===== config.mk =====
export PLATFORM = sky130hd
export DESIGN_NAME = secs_rtc
export DESIGN_NICKNAME = d
export VERILOG_FILES = /design/src/rtl/secs_rtc_pkg.sv /design/src/rtl/rtc_prescaler.sv /design/src/rtl/rtc_seconds.sv /design/src/rtl/rtc_events.sv /design/src/rtl/rtc_regif.sv /design/src/rtl/secs_rtc.sv
export SDC_FILE = /design/constraint.sdc
export NUM_CORES = 1
export LEC_CHECK = 0
export BUFFER_PORTS_ARGS = -buffer_cell sky130_fd_sc_hd__buf_2
export CORE_MARGIN = 2
export CORE_UTILIZATION = 54
export DETAILED_ROUTE_END_ITERATION = 12
export GPL_TIMING_DRIVEN = 1
export HOLD_SLACK_MARGIN = 0.12
export PLACE_DENSITY = 0.78
export REMOVE_ABC_BUFFERS = 1
export SLEW_MARGIN = 25
export SYNTH_ARGS = -nofsm -noshare
export SYNTH_HDL_FRONTEND = slang
export SYNTH_SLANG_ARGS = --single-unit

===== constraint.sdc =====
create_clock -name clk -period 2.9 [get_ports clk]
set_input_delay 0.58 -clock clk [delete_from_list [all_inputs] [get_ports clk]]
set_output_delay 0.58 -clock clk [all_outputs]
set_load 0.01 [all_outputs]

===== src/rtl/secs_rtc_pkg.sv =====
// Package: shared offsets, status bit positions and the status record
// for the seconds counter. Assumes byte offsets on a word-wide port.
package secs_rtc_pkg;

    localparam int OFS_ALARM = 'h00;
    localparam int OFS_COUNT = 'h04;
    localparam int OFS_TRIM  = 'h08;
    localparam int OFS_STAT  = 'h10;

    // Bit positions in the status word, decoded by software.
    localparam int ST_AL_DET = 0;
    localparam int ST_HZ_DET = 1;
    localparam int ST_AL_EN  = 2;
    localparam int ST_HZ_EN  = 3;
    localparam int ST_BITS   = 4;

    typedef struct packed {
        logic hz_en;
        logic al_en;
        logic hz_det;
        logic al_det;
    } rtc_stat_t;

endpackage


===== src/rtl/rtc_prescaler.sv =====
// Module: divides the reference strobes by trim+1 and emits a one-cycle
// step. Assumes slow_tick is a single-cycle strobe. A restart request
// clears the phase and suppresses any step in that cycle. A divisor
// lowered below the current phase gives a step on the next strobe.
module rtc_prescaler #(
    parameter int TRIM_W = 16
) (
    input  logic              clk,
    input  logic              rst_n,
    input  logic              slow_tick,
    input  logic              restart,
    input  logic [TRIM_W-1:0] trim,
    output logic              step,
    output logic [TRIM_W-1:0] phase_q
);

    logic at_end;

    // Period boundary reached on this strobe.
    always_comb begin
        at_end = (phase_q >= trim);
        step   = slow_tick && !restart && at_end;
    end

    // Phase counter: restart wins, else advance or wrap on each strobe.
    always_ff @(posedge clk) begin
        if (!rst_n) begin
            phase_q <= '0;
        end else if (restart) begin
            phase_q <= '0;
        end else if (slow_tick) begin
            phase_q <= at_end ? '0 : phase_q + 1'b1;
        end
    end

endmodule


===== src/rtl/rtc_seconds.sv =====
// Module: the seconds count. A software load replaces it, and a step
// adds one with natural wrap. It also reports whether the value about
// to be stored equals the alarm, and only on cycles where the count is
// loaded or stepped.
module rtc_seconds #(
    parameter int DATA_W = 32
) (
    input  logic              clk,
    input  logic              rst_n,
    input  logic              load,
    input  logic [DATA_W-1:0] load_val,
    input  logic              step,
    input  logic [DATA_W-1:0] alarm_val,
    output logic [DATA_W-1:0] count_q,
    output logic              hit
);

    logic [DATA_W-1:0] count_nxt;

    // Next count and alarm comparison on the value being stored.
    always_comb begin
        count_nxt = count_q;
        if (load) begin
            count_nxt = load_val;
        end else if (step) begin
            count_nxt = count_q + 1'b1;
        end
        hit = (load || step) && (count_nxt == alarm_val);
    end

    // Count register.
    always_ff @(posedge clk) begin
        if (!rst_n) begin
            count_q <= '0;
        end else begin
            count_q <= count_nxt;
        end
    end

endmodule


===== src/rtl/rtc_events.sv =====
// Module: status word. The enables load from software writes. The
// detected flags are sticky, cleared by writing ones, and a new event
// in the same cycle as a clear wins. Events are gated by the enables
// held before the current write.
module rtc_events
    import secs_rtc_pkg::*;
(
    input  logic               clk,
    input  logic               rst_n,
    input  logic               stat_wr,
    input  logic [ST_BITS-1:0] stat_wdata,
    input  logic               step,
    input  logic               hit,
    output rtc_stat_t          stat_q
);

    logic al_set;
    logic hz_set;
    logic al_clr;
    logic hz_clr;

    // Event and clear conditions for this cycle.
    always_comb begin
        al_set = stat_q.al_en && hit;
        hz_set = stat_q.hz_en && step;
        al_clr = stat_wr && stat_wdata[ST_AL_DET];
        hz_clr = stat_wr && stat_wdata[ST_HZ_DET];
    end

    // Status register update.
    always_ff @(posedge clk) begin
        if (!rst_n) begin
            stat_q <= '0;
        end else begin
            if (stat_wr) begin
                stat_q.al_en <= stat_wdata[ST_AL_EN];
                stat_q.hz_en <= stat_wdata[ST_HZ_EN];
            end
            stat_q.al_det <= al_set || (stat_q.al_det && !al_clr);
            stat_q.hz_det <= hz_set || (stat_q.hz_det && !hz_clr);
        end
    end

endmodule


===== src/rtl/rtc_regif.sv =====
// Module: register port. It decodes byte offsets into write strobes,
// holds the alarm and divisor registers, and returns read data for the
// presented offset. Offsets outside the map read zero and ignore writes.
module rtc_regif
    import secs_rtc_pkg::*;
#(
    parameter int              DATA_W     = 32,
    parameter int              ADDR_W     = 5,
    parameter int              TRIM_W     = 16,
    parameter logic [TRIM_W-1:0] TRIM_RESET = 16'h7FFF
) (
    input  logic              clk,
    input  logic              rst_n,
    input  logic              bus_wr,
    input  logic [ADDR_W-1:0] bus_addr,
    input  logic [DATA_W-1:0] bus_wdata,
    input  logic [DATA_W-1:0] count_q,
    input  rtc_stat_t         stat_q,
    output logic              count_wr,
    output logic              stat_wr,
    output logic [DATA_W-1:0] alarm_q,
    output logic [TRIM_W-1:0] trim_q,
    output logic [DATA_W-1:0] bus_rdata
);

    localparam logic [ADDR_W-1:0] A_ALARM = ADDR_W'(OFS_ALARM);
    localparam logic [ADDR_W-1:0] A_COUNT = ADDR_W'(OFS_COUNT);
    localparam logic [ADDR_W-1:0] A_TRIM  = ADDR_W'(OFS_TRIM);
    localparam logic [ADDR_W-1:0] A_STAT  = ADDR_W'(OFS_STAT);

    logic alarm_wr;
    logic trim_wr;

    // Write strobe decode.
    always_comb begin
        alarm_wr = bus_wr && (bus_addr == A_ALARM);
        count_wr = bus_wr && (bus_addr == A_COUNT);
        trim_wr  = bus_wr && (bus_addr == A_TRIM);
        stat_wr  = bus_wr && (bus_addr == A_STAT);
    end

    // Alarm value and divisor registers.
    always_ff @(posedge clk) begin
        if (!rst_n) begin
            alarm_q <= '0;
            trim_q  <= TRIM_RESET;
        end else begin
            if (alarm_wr) begin
                alarm_q <= bus_wdata;
            end
            if (trim_wr) begin
                trim_q <= bus_wdata[TRIM_W-1:0];
            end
        end
    end

    // Read data multiplexer.
    always_comb begin
        unique case (bus_addr)
            A_ALARM: bus_rdata = alarm_q;
            A_COUNT: bus_rdata = count_q;
            A_TRIM:  bus_rdata = DATA_W'(trim_q);
            A_STAT:  bus_rdata = DATA_W'(stat_q);
            default: bus_rdata = '0;
        endcase
    end

endmodule


===== src/rtl/secs_rtc.sv =====
// Module: top of the seconds counter. It joins the register port, the
// prescaler, the count and the status word. Everything runs on one
// clock. The 32.768 kHz reference must arrive as a synchronous strobe.
module secs_rtc #(
    parameter int              DATA_W     = 32,
    parameter int              ADDR_W     = 5,
    parameter int              TRIM_W     = 16,
    parameter logic [TRIM_W-1:0] TRIM_RESET = 16'h7FFF
) (
    input  logic              clk,
    input  logic              rst_n,
    input  logic              slow_tick,
    input  logic              bus_wr,
    input  logic [ADDR_W-1:0] bus_addr,
    input  logic [DATA_W-1:0] bus_wdata,
    output logic [DATA_W-1:0] bus_rdata,
    output logic              irq_alarm,
    output logic              irq_tick
);
    import secs_rtc_pkg::*;

    logic              count_wr;
    logic              stat_wr;
    logic              step;
    logic              hit;
    logic [DATA_W-1:0] alarm_q;
    logic [DATA_W-1:0] count_q;
    logic [TRIM_W-1:0] trim_q;
    logic [TRIM_W-1:0] phase_q;
    rtc_stat_t         stat_q;

    rtc_regif #(
        .DATA_W(DATA_W), .ADDR_W(ADDR_W), .TRIM_W(TRIM_W), .TRIM_RESET(TRIM_RESET)
    ) u_regif (
        .clk(clk), .rst_n(rst_n), .bus_wr(bus_wr), .bus_addr(bus_addr),
        .bus_wdata(bus_wdata), .count_q(count_q), .stat_q(stat_q),
        .count_wr(count_wr), .stat_wr(stat_wr), .alarm_q(alarm_q),
        .trim_q(trim_q), .bus_rdata(bus_rdata)
    );

    rtc_prescaler #(.TRIM_W(TRIM_W)) u_presc (
        .clk(clk), .rst_n(rst_n), .slow_tick(slow_tick), .restart(count_wr),
        .trim(trim_q), .step(step), .phase_q(phase_q)
    );

    rtc_seconds #(.DATA_W(DATA_W)) u_secs (
        .clk(clk), .rst_n(rst_n), .load(count_wr), .load_val(bus_wdata),
        .step(step), .alarm_val(alarm_q), .count_q(count_q), .hit(hit)
    );

    rtc_events u_events (
        .clk(clk), .rst_n(rst_n), .stat_wr(stat_wr),
        .stat_wdata(bus_wdata[ST_BITS-1:0]), .step(step), .hit(hit),
        .stat_q(stat_q)
    );

    // Interrupt lines follow the sticky detected flags.
    always_comb begin
        irq_alarm = stat_q.al_det;
        irq_tick  = stat_q.hz_det;
    end

endmodule


Yosys cells after proc, flatten, opt, wreduce, memory -nomap -nowiden
Cells that the tools add are included.

storage, ports and cells
  output and inout port bits = 34
  logic and storage cells = 41
  register bits after elaboration = 100
  input port bits = 41

operators by class
  equality and inequality tests = 4
  multiplexer cells = 4
  bitwise gates (word level) = 1
  $lt $le $gt $ge = 1
  reductions and logical operators = 21
  $add $sub $neg = 2

operators by type and width
  kind                   number
  $pmux 32 s4            1
  $mux 32                2
  $add 32x1->32 const B  1
  $eq 32x32->1           1
  $add 16x1->16 const B  1
  $ge 16x16->1           1
  $mux 16                1
  $logic_and 1x1->1      13
  $eq 5x3->1 const B     1
  $eq 5x4->1 const B     1
  $eq 5x5->1 const B     1
  $logic_not 5->1        1
  $logic_not 1->1        3
  $logic_or 1x1->1       3
  $reduce_or 2->1        1
  $not 1->1              1

Longest topological paths before layout
Gate-level depths: netlist of the first run.

  depth in word-level cells = 11
  gate-level depth with buffers = 14
  gate-level depth less buffers = 12

Cells and area by module
From an unflattened synthesis of the first run, not the netlist that was laid out.

unflattened totals
  cells, all modules = 831
  area total of the unflattened synthesis = 6751.5 um^2

modules (own cells, without submodules)
  module         area each (um^2)  seq. area each (um^2)  cells each  instances
  rtc_seconds    2919.0            640.6                  389         1
  rtc_regif      2518.7            960.9                  291         1
  rtc_prescaler  1163.6            320.3                  137         1
  rtc_events     150.1             80.1                   14          1

Worst setup path before layout of the first run
Ideal clock, no wire load.

  path type = register to register
  from = register u_presc.phase_q[0]
  to = register, netlist name u_events.stat_q[0]
  data required time = 2841 ps
  setup time = 59 ps
  period minus slack after synthesis = 3166 ps
  buffers on the path = 1
  slack = -266 ps
  stages on the path, launching flop included = 14
  arrival = 3107 ps
  cells stage by stage = dfxtp_1 -> inv_1 -> ha_1 -> nand2b_1 -> a2111oi_0 -> o32a_1 -> buf_2 -> a211oi_1 -> xnor2_1 -> o2bb2ai_1 -> a2111oi_0 -> o2111ai_1 -> nor4_1 -> a31o_1

on the way
  cells in the longest elaborated chain, start to end = 8
  elaborated cells on any way between the ends = 9
  those cells by class = order compare (1); eq/ne (1); mux (2); reduce/logical (5)

ends and longest elaborated chain
  what                    line                 text
  start, declared         rtc_prescaler.sv:14  output logic [TRIM_W-1:0] phase_q
  start signal, assigned  rtc_prescaler.sv:32  phase_q <= at_end ? '0 : phase_q + 1'b1;
  $ge 16x16->1 (*)        rtc_prescaler.sv:21  at_end = (phase_q >= trim);
  $logic_and 1x1->1 (*)   rtc_prescaler.sv:22  step = slow_tick && !restart && at_end;
  $mux 32                 rtc_seconds.sv:25    end else if (step) begin
  $mux 32                 rtc_seconds.sv:23    if (load) begin
  $eq 32x32->1            rtc_seconds.sv:28    hit = (load || step) && (count_nxt == alarm_val);
  $logic_and 1x1->1 (*)   rtc_seconds.sv:28
  $logic_and 1x1->1 (*)   rtc_events.sv:24     al_set = stat_q.al_en && hit;
  $logic_or 1x1->1 (*)    rtc_events.sv:39     stat_q.al_det <= al_set || (stat_q.al_det && !al_clr);

Mark *: on every way between the ends. The rest lies on a longest branch, timed or not.
A chain may end at the register's enable or synchronous reset.

Worst setup path after layout of the first run
  from = register u_regif.trim_q[9]
  to = register, netlist name u_events.stat_q[0]

on the way
  cells in the longest elaborated chain, start to end = 8
  elaborated cells on any way between the ends = 9
  those cells by class = order compare (1); eq/ne (1); mux (2); reduce/logical (5)

ends and longest elaborated chain
  what                    line                 text
  start, declared         rtc_regif.sv:22      output logic [TRIM_W-1:0] trim_q,
  start signal, assigned  rtc_regif.sv:52      trim_q <= bus_wdata[TRIM_W-1:0];
  $ge 16x16->1 (*)        rtc_prescaler.sv:21
  $logic_and 1x1->1 (*)   rtc_prescaler.sv:22
  $mux 32                 rtc_seconds.sv:25
  $mux 32                 rtc_seconds.sv:23
  $eq 32x32->1            rtc_seconds.sv:28
  $logic_and 1x1->1 (*)   rtc_seconds.sv:28
  $logic_and 1x1->1 (*)   rtc_events.sv:24
  $logic_or 1x1->1 (*)    rtc_events.sv:39

Marked as above.

==> metrics.md, run 1 <==
| Metric | Value |
|---|---|
| Fraction of the cycle the final worst path needs | `1.14` |
| Synth Register Bits | `100` |
| Placed cells | `1173` |
| Post-synthesis sequential area ratio | `0.314` |
| Min cycle time layout | `3.32 ns` |
| Die area | `0.0127 mm^2` |
| Dpl ws | `-0.663 ns` |
| Reg2reg start | `u_regif.trim_q[9]` |
| Area Growth Syn to Fin | `40.6%` |
| Initial antenna violation count | `0` |
| Max-Cap Viols | `0` |
| Fin. max-slew vios | `0` |
| Fin util | `0.781` |
| Starting Density | `0.555` |
| Yosys top cell area share | `0.314` |
| Yosys warns | `0` |
| Worst Slack Setup Final | `-0.420 ns` |
| Reg2Reg Depth | `13` |
| FP Rows | `39` |
| Total GRT Usage | `0.371` |
| H-Tree Depth | `3` |
| Failing checks | `setup timing` |
| Critical Path Source | `u_regif.trim_q[9]` |
| Final hold vios | `0` |
| Gr ovfl total | `0` |
| Adder-Cell Fraction of Synth Area | `0.0354` |
| CTS buffer count | `9` |
| Hold Path Sink | `u_regif.alarm_q[20]` |
| CP Capture Type | `flip-flop` |
| Synth area leader | `dfxtp_1` |
| CP required | `3.21 ns` |
| Gpl congestion | `1.03` |
| Setup tns final | `-0.420 ns` |
| Max Buffers Root-to-Sink | `2` |
| Power Total | `3.06 mW` |
| Routed Antenna Nets | `0` |
| Routed vias/inst | `6.22` |
| Worst Clk Skew | `0.00427 ns` |
| WL/cell | `20.3 um` |
| Crit Path Max Fanout | `6` |
| VDD IR max | `0.484 mV` |
| Top layer in use | `met4` |
| XOR/XNOR share of the synthesized area | `0.110` |
| # port buffers | `74` |
| Wl on met1 | `9.56 mm` |
| Chip height | `113 um` |
| Final WL | `24.5 mm` |
| CTS tree | `built` |
| Root Buffer | `clkbuf_16` |
| Leak | `3.72 nW` |
| Post-synthesis mux area share | `0.0346` |
| RR Endpoint | `u_events.stat_q[0]` |
| Non-Filler Instances | `1202` |
| RSZ-0062 raised after global routing | `true` |
| Post-synthesis compound-gate area fraction | `0.223` |
| Design Area, Final | `0.00895 mm^2` |
| Final-stage net count | `1113` |
| DIE WIDTH | `113 um` |
| Mean Syn Cell Area | `7.74 um^2` |
| Status | `complete, but fails checks` |
| Number of global-route vias before repair | `6933` |
| Worst Tran Pin Value | `0.595 ns` |
| Hold_ws | `0.469 ns` |
| Post-synth EDFFs | `0` |
| Prevailing post-synth register cell | `dfxtp_1` |
| Asr flop ratio synth | `0` |
| Worst-Skew Late Latency | `0.36 ns` |
| Yosys cell types | `60` |
| Met2 wire length | `11.3 mm` |
| HP Class | `input pin to flip-flop` |
| Vias | `7471` |
| Final Setup Violations | `1` |
| CP arrival | `3.63 ns` |
| Post-Synthesis Cells | `823` |
| FMAX | `301 MHz` |
| Drt initial violations | `780` |
| Post-synthesis simple-gate area fraction | `0.232` |
| Power Dens Cells | `342 mW/mm^2` |
| Wire length on met3 | `2.23 mm` |
| DR pass1 iterations | `6` |
| Largest family of logic cells by synthesized area | `simple AND/OR/NAND/NOR gates` |
| Clock sink count | `100` |
| Largest net degree at the start of global routing | `36` |
| First-pass GRT wire length | `36.9 mm` |
| Clk pin slew, worst setup/hold paths | `0.07 ns` |
| Critical Path Start Type | `flip-flop` |
| Slew headroom | `0.603` |
| Netlist Area Pre-Place | `0.00637 mm^2` |
| Worst hold path cell count | `3` |
| DP Area | `0.00818 mm^2` |
| Crit path kind | `flip-flop to flip-flop` |
| Share of post-route cells with drive strength above 1 | `0.335` |
| I/O pins | `75` |
| Largest cells by area after synthesis | `dfxtp_1, nand2_1, xnor2_1` |
| DRC errors left | `0` |
| Dpl hpwl | `17.9 mm` |
| Hold_sp | `bus_wdata[20]` |
| Diode count | `0` |
| Flop-to-flop setup slack | `-0.42 ns` |
| Core footprint | `0.0115 mm^2` |
cell usage in the layout, fill, tap and decap left out, types with 4 or more instances in the layout:
cell type    n
o22ai_1      6
buf_2       74
dfxtp_2     11
a211oi_1    30
nand3_1     25
mux2i_1     22
a2111oi_4    5
nor2_1      68
dfxtp_1     89
buf_12       5
nor4_1       5
nand4_1     21
ha_4         9
nand2b_1     4
inv_1       19
xnor2_1     41
buf_6        4
inv_2        9
a211oi_2     5
o31ai_1      5
nand2_1    135
and3_1      13
clkbuf_16    9
a22oi_1      6
o211ai_1    16
ha_1         9
xor2_1      36
and2_1       7
a22o_1      16
nor3_1      11
nor3b_1      4
o21ai_0     25
buf_4      191
a21oi_1     51
or3_1        7
critical path, stage by stage, from the launching register on:
cell,delay (ns)
dfxtp_2,0.34
inv_2,0.06
ha_4,0.27
and4_4,0.22
o211ai_1,0.10
o32a_4,0.39
buf_6,0.16
a2111oi_4,0.43
a2bb2oi_2,0.17
o22ai_1,0.13
a2111oi_4,0.36
o2111ai_4,0.16
nor4_2,0.29
a31o_1,0.17
final cells by class:
class | instances | area, um^2
Multi-Input combinational cell | 641 | 4380
Fill cell | 787 | 2510
Sequential cell | 100 | 2020
Timing Repair Buffer | 274 | 1950
Clock buffer | 11 | 243
Tap cell | 143 | 179
Inverter | 28 | 105
Clock inverter | 5 | 82.6
metal layers:
metal | track usage | vias to the layer above
met2 | 0.609 | 435
li1 | - | 3410
met5 | 0 | -
met3 | 0.0761 | 113
met1 | 0.470 | 3513
met4 | 0.167 | 0
report_power, final:
part,switching [mW],total [mW],leakage (nW),internal [mW]
clock network,0.569,1.35,0.161,0.786
registers,0.0140,1.40,0.804,1.39
logic,0.175,0.308,2.76,0.133
registers in the layout, summed over array words and instances, names as in the netlist:
signal and cells:
u_regif.alarm_q 32, u_secs.count_q 32, u_regif.trim_q 16, u_events.stat_q 4, u_presc.phase_q 16
synth_stat cells, types with 18 or more instances:
cell,instances
nand3_1,25
dfxtp_1,100
nand2_1,136
mux2i_1,22
o21ai_0,27
xnor2_1,44
xor2_1,36
nor2_1,68
a21oi_1,53
clkbuf_1,43
inv_1,28
ha_1,18
a211oi_1,36
nand4_1,21
worst max path at each step:
stage / end / slack, ns / cells after the start
final: u_events.stat_q[0] / -0.42 / 13
after global routing: u_events.stat_q[0] / -0.53 / 13
after CTS: u_events.stat_q[0] / -0.29 / 14
after detailed placement: u_events.stat_q[0] / -0.66 / 13
after global placement: u_events.stat_q[0] / -0.55 / 13
after floorplan: u_events.stat_q[0] / -1.30 / 10
cells by family after synthesis:
group,after synthesis
AO/OA/AOI/OAI,202
XOR/XNOR,80
adder cells (fa/ha/maj),18
buffers and inverters,82
flip-flops,100
multiplexers,22
AND/OR/NAND/NOR,319
timing repair:
item / CTS / global route
hold buffers: 0 / 0
cloned: 1 / 0
buffers inserted: 9 / 4
gates resized for setup: 58 / 18
pin swaps: 24 / 16
setup endpoints to repair: 5 / 3
No activity file was read; power rests on OpenSTA's default activity.
==> run 2, diff against run 1 <==
--- a/config.mk
+++ b/config.mk
@@ -5,6 +5,7 @@
 export SDC_FILE = /design/constraint.sdc
 export NUM_CORES = 1
 export LEC_CHECK = 0
+export ABC_AREA = 1
 export BUFFER_PORTS_ARGS = -buffer_cell sky130_fd_sc_hd__buf_2
 export CORE_MARGIN = 2
 export CORE_UTILIZATION = 54
@@ -13,6 +14,7 @@
 export HOLD_SLACK_MARGIN = 0.12
 export PLACE_DENSITY = 0.78
 export REMOVE_ABC_BUFFERS = 1
+export SKIP_CTS_REPAIR_TIMING = 1
 export SLEW_MARGIN = 25
 export SYNTH_ARGS = -nofsm -noshare
 export SYNTH_HDL_FRONTEND = slang
==> metrics.md, run 2 <==
| Metric | Value |
|---|---|
| Fraction of the cycle the final worst path needs | `0.940` |
| Top cells by count, synth | `nand2_1, inv_1, nor2_1` |
| Area Growth Syn to Fin | `16.6%` |
| Hold_ws | `0.446 ns` |
| Crit path kind | `flip-flop to flip-flop` |
| Synth Register Bits | `100` |
| Final WL | `20.0 mm` |
| Max-Cap Viols | `0` |
| Post-Synthesis Cells | `1058` |
| Net Sw Power | `740 uW` |
| Gpl congestion | `0.995` |
| WL/cell | `15.5 um` |
| Design Area, Final | `0.00765 mm^2` |
| Clock share of power | `0.422` |
| I/O pins | `75` |
| Share of post-route cells with drive strength above 1 | `0.170` |
| Starting Density | `0.551` |
| Prevailing post-synth register cell | `dfxtp_1` |
| Die area | `0.0130 mm^2` |
| DRC errors left | `0` |
| # port buffers | `74` |
| Worst Clk Skew | `0.0120 ns` |
| DR pass1 iterations | `7` |
| Area taken by flip-flops and latches | `0.00201 mm^2` |
| Post-synth EDFFs | `0` |
| Root Buffer | `clkbuf_16` |
| Largest regs | `u_regif.alarm_q (32), u_secs.count_q (32)` |
| Number of global-route vias before repair | `6668` |
| Dpl hpwl | `14.8 mm` |
| H-Tree Depth | `3` |
| Most frequent cells in the layout | `nand2_1, nor2_1, inv_1, dfxtp_1` |
| Crit-path slowest cell | `dfxtp_1` |
| Crit-path leading delay family | `simple AND/OR/NAND/NOR gates` |
| Vias | `7014` |
| FP Rows | `40` |
| Final-stage net count | `1196` |
| Power Dens Cells | `369 mW/mm^2` |
| Critical Path Source | `u_regif.trim_q[10]` |
| Initial antenna violation count | `0` |
| Reg2reg start | `u_regif.trim_q[10]` |
| Routed Antenna Nets | `0` |
| Largest net degree at the start of global routing | `45` |
| Crit Path Max Fanout | `7` |
| Status | `finished, final reports clean` |
| VDD IR max | `0.367 mV` |
| Netlist Area Pre-Place | `0.00656 mm^2` |
| Worst Tran Pin Value | `0.601 ns` |
| FILL cells | `1127` |
| CP arrival | `3.03 ns` |
| Post-synthesis sequential area ratio | `0.305` |
| Total internal power | `2.08 mW` |
| Routed vias/inst | `5.44` |
| Net Sw Frac | `0.262` |
| Cell with the most instances after synthesis | `nand2_1` |
| Critical Path Start Type | `flip-flop` |
| Final hold vios | `0` |
| Slowest stage delay, CP | `0.31 ns` |
| Logic gate share of total power | `0.080` |
| Max Buffers Root-to-Sink | `2` |
| Min cycle time layout | `2.72 ns` |
| Yosys cell types | `38` |
| Diode count | `0` |
| Commonest non-fill, non-tap cell in the layout | `nand2_1` |
| Yosys warns | `0` |
| CTS buffer count | `9` |
| Chip height | `114 um` |
| CP cell instances | `inv_1 -> ha_1 -> nand2_2 -> o21bai_2 -> a21oi_1 -> nor2_2 -> nand2_8 -> nand2_8 -> buf_12 -> nand2_2 -> nand2_1 -> nand2_2 -> nand2_1 -> nand2_1 -> a21oi_1 -> nand2_1 -> nor2_1 -> nand3_1 -> nor2_1 -> nor2_1 -> nor2_1` |
| Multi-input logic area | `0.00399 mm^2` |
| Leak | `3.59 nW` |
| CP required | `3.20 ns` |
| Synth area leader | `dfxtp_1` |
| Clk pin slew, worst setup/hold paths | `0.08 ns` |
| Fin. max-slew vios | `0` |
| DP Area | `0.00721 mm^2` |
| Worst-Skew Late Latency | `0.37 ns` |
| Asr flop ratio synth | `0` |
| Mean Syn Cell Area | `6.20 um^2` |
| Slew headroom | `0.598` |
| Hold_sp | `bus_wdata[1]` |
| Drt initial violations | `629` |
| Yosys top cell area share | `0.305` |
| Sequential Power Share | `0.498` |
| CP Capture Type | `flip-flop` |
| Core footprint | `0.0119 mm^2` |
| HP Class | `input pin to flip-flop` |
| Total GRT Usage | `0.312` |
| DIE WIDTH | `114 um` |
| Final Setup Violations | `0` |
| First-pass GRT wire length | `32.1 mm` |
| Clock sink count | `100` |
| FMAX | `367 MHz` |
| Largest cells by area after synthesis | `dfxtp_1, nand2_1, inv_1` |
| Buffers & Inverters on Critical Path | `2` |
| Gr ovfl total | `0` |
| CTS tree | `built` |
-- run 2: cell count changes in the layout (fill, tap and decap cells not counted), sizes merged, moves of 42 or more --
cell / previous run / this run
nand2: 136 / 343
inv: 30 / 124
nor2: 68 / 127
nand3: 26 / 75
xnor2: 44 / 2
buf: 274 / 104
-- run 2: per-stage QoR --
stage | util | cells | setup TNS (ns) | setup WS (ns) | power, mW
2_1_floorplan | - | 1020 | -16.28 | -0.718 | 1.55
3_3_place_gp | 0.606 | 1269 | 0 | 0.253 | 1.65
3_5_place_dp | 0.606 | 1269 | 0 | 0.205 | 1.65
4_1_cts | 0.629 | 1285 | 0 | 0.228 | 2.82
5_1_grt | 0.642 | 1289 | -0.0106 | -0.0106 | 2.89
6_report | 0.642 | 1289 | 0 | 0.175 | 2.82
-- run 2: worst reg2reg max path: stages (launching register included) --
cell      delay, ns
dfxtp_1        0.31
inv_1          0.08
ha_1           0.31
nand2_2        0.08
o21bai_2       0.12
a21oi_1        0.09
nor2_2         0.25
nand2_8        0.14
nand2_8        0.13
buf_12         0.12
nand2_2        0.07
nand2_1        0.10
nand2_2        0.08
nand2_1        0.09
nand2_1        0.05
a21oi_1        0.11
nand2_1        0.07
nor2_1         0.08
nand3_1        0.10
nor2_1         0.13
nor2_1         0.05
nor2_1         0.09
-- run 2: cell families (layout without fill, tap and decap cells) --
kind of cell / Yosys count / in the layout / share of synthesized area
flops: 100 / 100 / 0.305
simple gates: 598 / 598 / 0.401
buf+inv: 163 / 247 / 0.0981
fa+ha+maj: 18 / 18 / 0.0343
xor+xnor: 19 / 19 / 0.0254
compound gates: 160 / 160 / 0.135
-- run 2: power by group through the flow --
stage / clock network [mW] / logic (mW) / registers (mW)
5_1_grt: 1.24 / 0.251 / 1.40
2_1_floorplan: 0 / 0.117 / 1.43
3_5_place_dp: 0 / 0.219 / 1.43
3_3_place_gp: 0 / 0.217 / 1.43
6_report: 1.19 / 0.225 / 1.40
4_1_cts: 1.20 / 0.220 / 1.40
-- run 2: final timing paths --
check / endpoint / cells after the start / slack (ns)
setup / recovery: u_events.stat_q[0] / 21 / 0.18
hold / removal: u_regif.trim_q[1] / 3 / 0.45
setup reg to reg: u_events.stat_q[0] / 21 / 0.18
hold reg to reg: u_events.stat_q[1] / 2 / 0.49
-- run 2: final cells by class --
type | instances | area share
Timing Repair Buffer | 106 | 0.0936
Inverter | 125 | 0.0620
Sequential cell | 100 | 0.262
Tap cell | 147 | 0.0240
Clock inverter | 4 | 0.00442
Clock buffer | 12 | 0.0322
Multi-Input combinational cell | 795 | 0.522
-- run 2: routing by layer --
metal  wire length [um]  global-route usage  share of wire
met1               8420               0.385           0.42
met2               9620               0.537           0.48
met3               1360              0.0556          0.068
met4                613               0.132          0.031
met5                  0                   0              0
==> run 3, diff against run 2 <==
--- a/config.mk
+++ b/config.mk
@@ -8,11 +8,10 @@
 export ABC_AREA = 1
 export BUFFER_PORTS_ARGS = -buffer_cell sky130_fd_sc_hd__buf_2
 export CORE_MARGIN = 2
-export CORE_UTILIZATION = 54
+export CORE_UTILIZATION = 40
 export DETAILED_ROUTE_END_ITERATION = 12
 export GPL_TIMING_DRIVEN = 1
 export HOLD_SLACK_MARGIN = 0.12
-export PLACE_DENSITY = 0.78
 export REMOVE_ABC_BUFFERS = 1
 export SKIP_CTS_REPAIR_TIMING = 1
 export SLEW_MARGIN = 25
==> metrics.md, run 3 (same netlist as run 2, synthesis figures left out) <==
| Metric | Value |
|---|---|
| CP cell instances | `inv_1 -> ha_1 -> nand2_1 -> o21bai_2 -> a21oi_2 -> nor2_4 -> nand2_8 -> nand2_8 -> buf_6 -> nand2_1 -> nand3_2 -> nand3b_1 -> nand2_1 -> nor2_2 -> nand2_2 -> nor2_4 -> nand3_1 -> nor2_1 -> nor2_1 -> nor2_1` |
| Commonest non-fill, non-tap cell in the layout | `nand2_1` |
| DRC errors left | `0` |
| Max Buffers Root-to-Sink | `2` |
| Buffers & Inverters on Critical Path | `2` |
| Logic gate share of total power | `0.085` |
| Fin. max-slew vios | `0` |
| Crit-path leading delay family | `simple AND/OR/NAND/NOR gates` |
| Total GRT Usage | `0.244` |
| Clk pin slew, worst setup/hold paths | `0.08 ns` |
| Net Sw Frac | `0.264` |
| Flop-to-flop setup slack | `0.25 ns` |
| Routed vias/inst | `5.09` |
| Diode count | `0` |
| Total internal power | `2.09 mW` |
| Placed cells | `1341` |
| Clock share of power | `0.422` |
| Worst-Skew Late Latency | `0.36 ns` |
| Largest regs | `u_regif.alarm_q (32), u_secs.count_q (32)` |
| Slowest stage delay, CP | `0.31 ns` |
| CTS buffer count | `9` |
| DP Area | `0.00729 mm^2` |
| CTS tree | `built` |
| Net Sw Power | `752 uW` |
| RR Endpoint | `u_events.stat_q[0]` |
| Routed Antenna Nets | `0` |
| Final WL | `21.3 mm` |
| Vias | `6932` |
| Crit-path slowest cell | `dfxtp_1` |
| Min cycle time layout | `2.65 ns` |
| Core footprint | `0.0159 mm^2` |
| HP Class | `input pin to flip-flop` |
| Largest net degree at the start of global routing | `54` |
| Dpl hpwl | `15.9 mm` |
| Dpl ws | `0.0957 ns` |
| CP arrival | `2.95 ns` |
| DR pass1 iterations | `5` |
| Final hold vios | `0` |
| Status | `finished, final reports clean` |
| Starting Density | `0.411` |
| Initial antenna violation count | `0` |
| Non-Filler Instances | `1362` |
| Area Growth Syn to Fin | `19.7%` |
| Worst Slack Setup Final | `0.248 ns` |
| Crit path kind | `flip-flop to flip-flop` |
| FILL cells | `1739` |
| Share of post-route cells with drive strength above 1 | `0.187` |
| Final-stage net count | `1200` |
| Crit Path Max Fanout | `6` |
| Number of global-route vias before repair | `6594` |
| Reg2Reg Depth | `20` |
| Critical Path Start Type | `flip-flop` |
| Chip height | `132 um` |
| Power Dens Cells | `362 mW/mm^2` |
| # port buffers | `74` |
| WL/cell | `15.6 um` |
| Slew headroom | `0.679` |
| Worst Tran Pin Value | `0.481 ns` |
| CP required | `3.20 ns` |
| FP Rows | `46` |
| Hold Path Sink | `u_regif.trim_q[1]` |
| Die area | `0.0174 mm^2` |
| Root Buffer | `clkbuf_16` |
| Max-Cap Viols | `0` |
| Hold_sp | `bus_wdata[1]` |
| Drt initial violations | `490` |
| Fraction of the cycle the final worst path needs | `0.914` |
| Design Area, Final | `0.00785 mm^2` |
| First-pass GRT wire length | `34.1 mm` |
| Sequential Power Share | `0.493` |
| FMAX | `377 MHz` |
| Gr ovfl total | `0` |
| CP Capture Type | `flip-flop` |
| H-Tree Depth | `3` |
| Final Setup Violations | `0` |
| I/O pins | `75` |
| Gpl congestion | `0.934` |
| Clock sink count | `100` |
| Reg2reg start | `u_regif.trim_q[10]` |
| Most frequent cells in the layout | `nand2_1, inv_1, nor2_1, dfxtp_1` |
| Worst hold path cell count | `3` |
| Leak | `3.60 nW` |
| Worst Clk Skew | `0.0103 ns` |
| DIE WIDTH | `132 um` |
| VDD IR max | `0.278 mV` |
## run 3: how the worst max path moves through the flow
stage                       startpoint                 end  cells past startpoint
floorplan                  bus_addr[1]  u_regif.alarm_q[0]                      8
finish              u_regif.trim_q[10]  u_events.stat_q[0]                     20
CTS                 u_presc.phase_q[0]  u_events.stat_q[0]                     23
detailed placement  u_presc.phase_q[0]  u_events.stat_q[0]                     23
global route         u_regif.trim_q[7]  u_events.stat_q[0]                     25
global placement     u_regif.trim_q[3]  u_events.stat_q[0]                     23
## run 3: final cells by class
type	count	area, um^2	area share
Clock buffer	11	243	0.0309
Clock inverter	5	45.0	0.00574
Inverter	125	474	0.0604
Multi-Input combinational cell	795	4080	0.519
Sequential cell	100	2010	0.256
Tap cell	216	270	0.0344
Timing Repair Buffer	110	732	0.0932
## run 3: routing by layer
| metal | up-vias | share of wire | global-route usage |
|---|---|---|---|
| met5 | - | 0 | 0 |
| met4 | 0 | 0.020 | 0.0737 |
| met3 | 35 | 0.045 | 0.0411 |
| met2 | 160 | 0.47 | 0.415 |
| met1 | 3161 | 0.46 | 0.316 |
| li1 | 3576 | - | - |
## run 3: through the flow
step,power [mW],TNS (ns),utilization,hold slack (ns)
after detailed placement,1.66,0,0.457,0.479
after CTS,2.86,0,0.475,0.455
after global routing,2.95,-0.0108,0.492,0.467
after global placement,1.67,0,0.457,0.471
final,2.85,0,0.492,0.455
after floorplan,1.55,-16.28,-,0.453
## run 3: power by group through the flow
stage	registers (mW)	clock network, mW	logic (mW)
2_1_floorplan	1.43	0	0.117
3_3_place_gp	1.43	0	0.233
3_5_place_dp	1.43	0	0.230
4_1_cts	1.40	1.23	0.231
5_1_grt	1.40	1.28	0.271
6_report	1.40	1.20	0.242
## run 3: worst min-delay path: stages
cell and delay [ns]:
buf_2 0.09, a21oi_1 0.05, o21ai_0 0.06
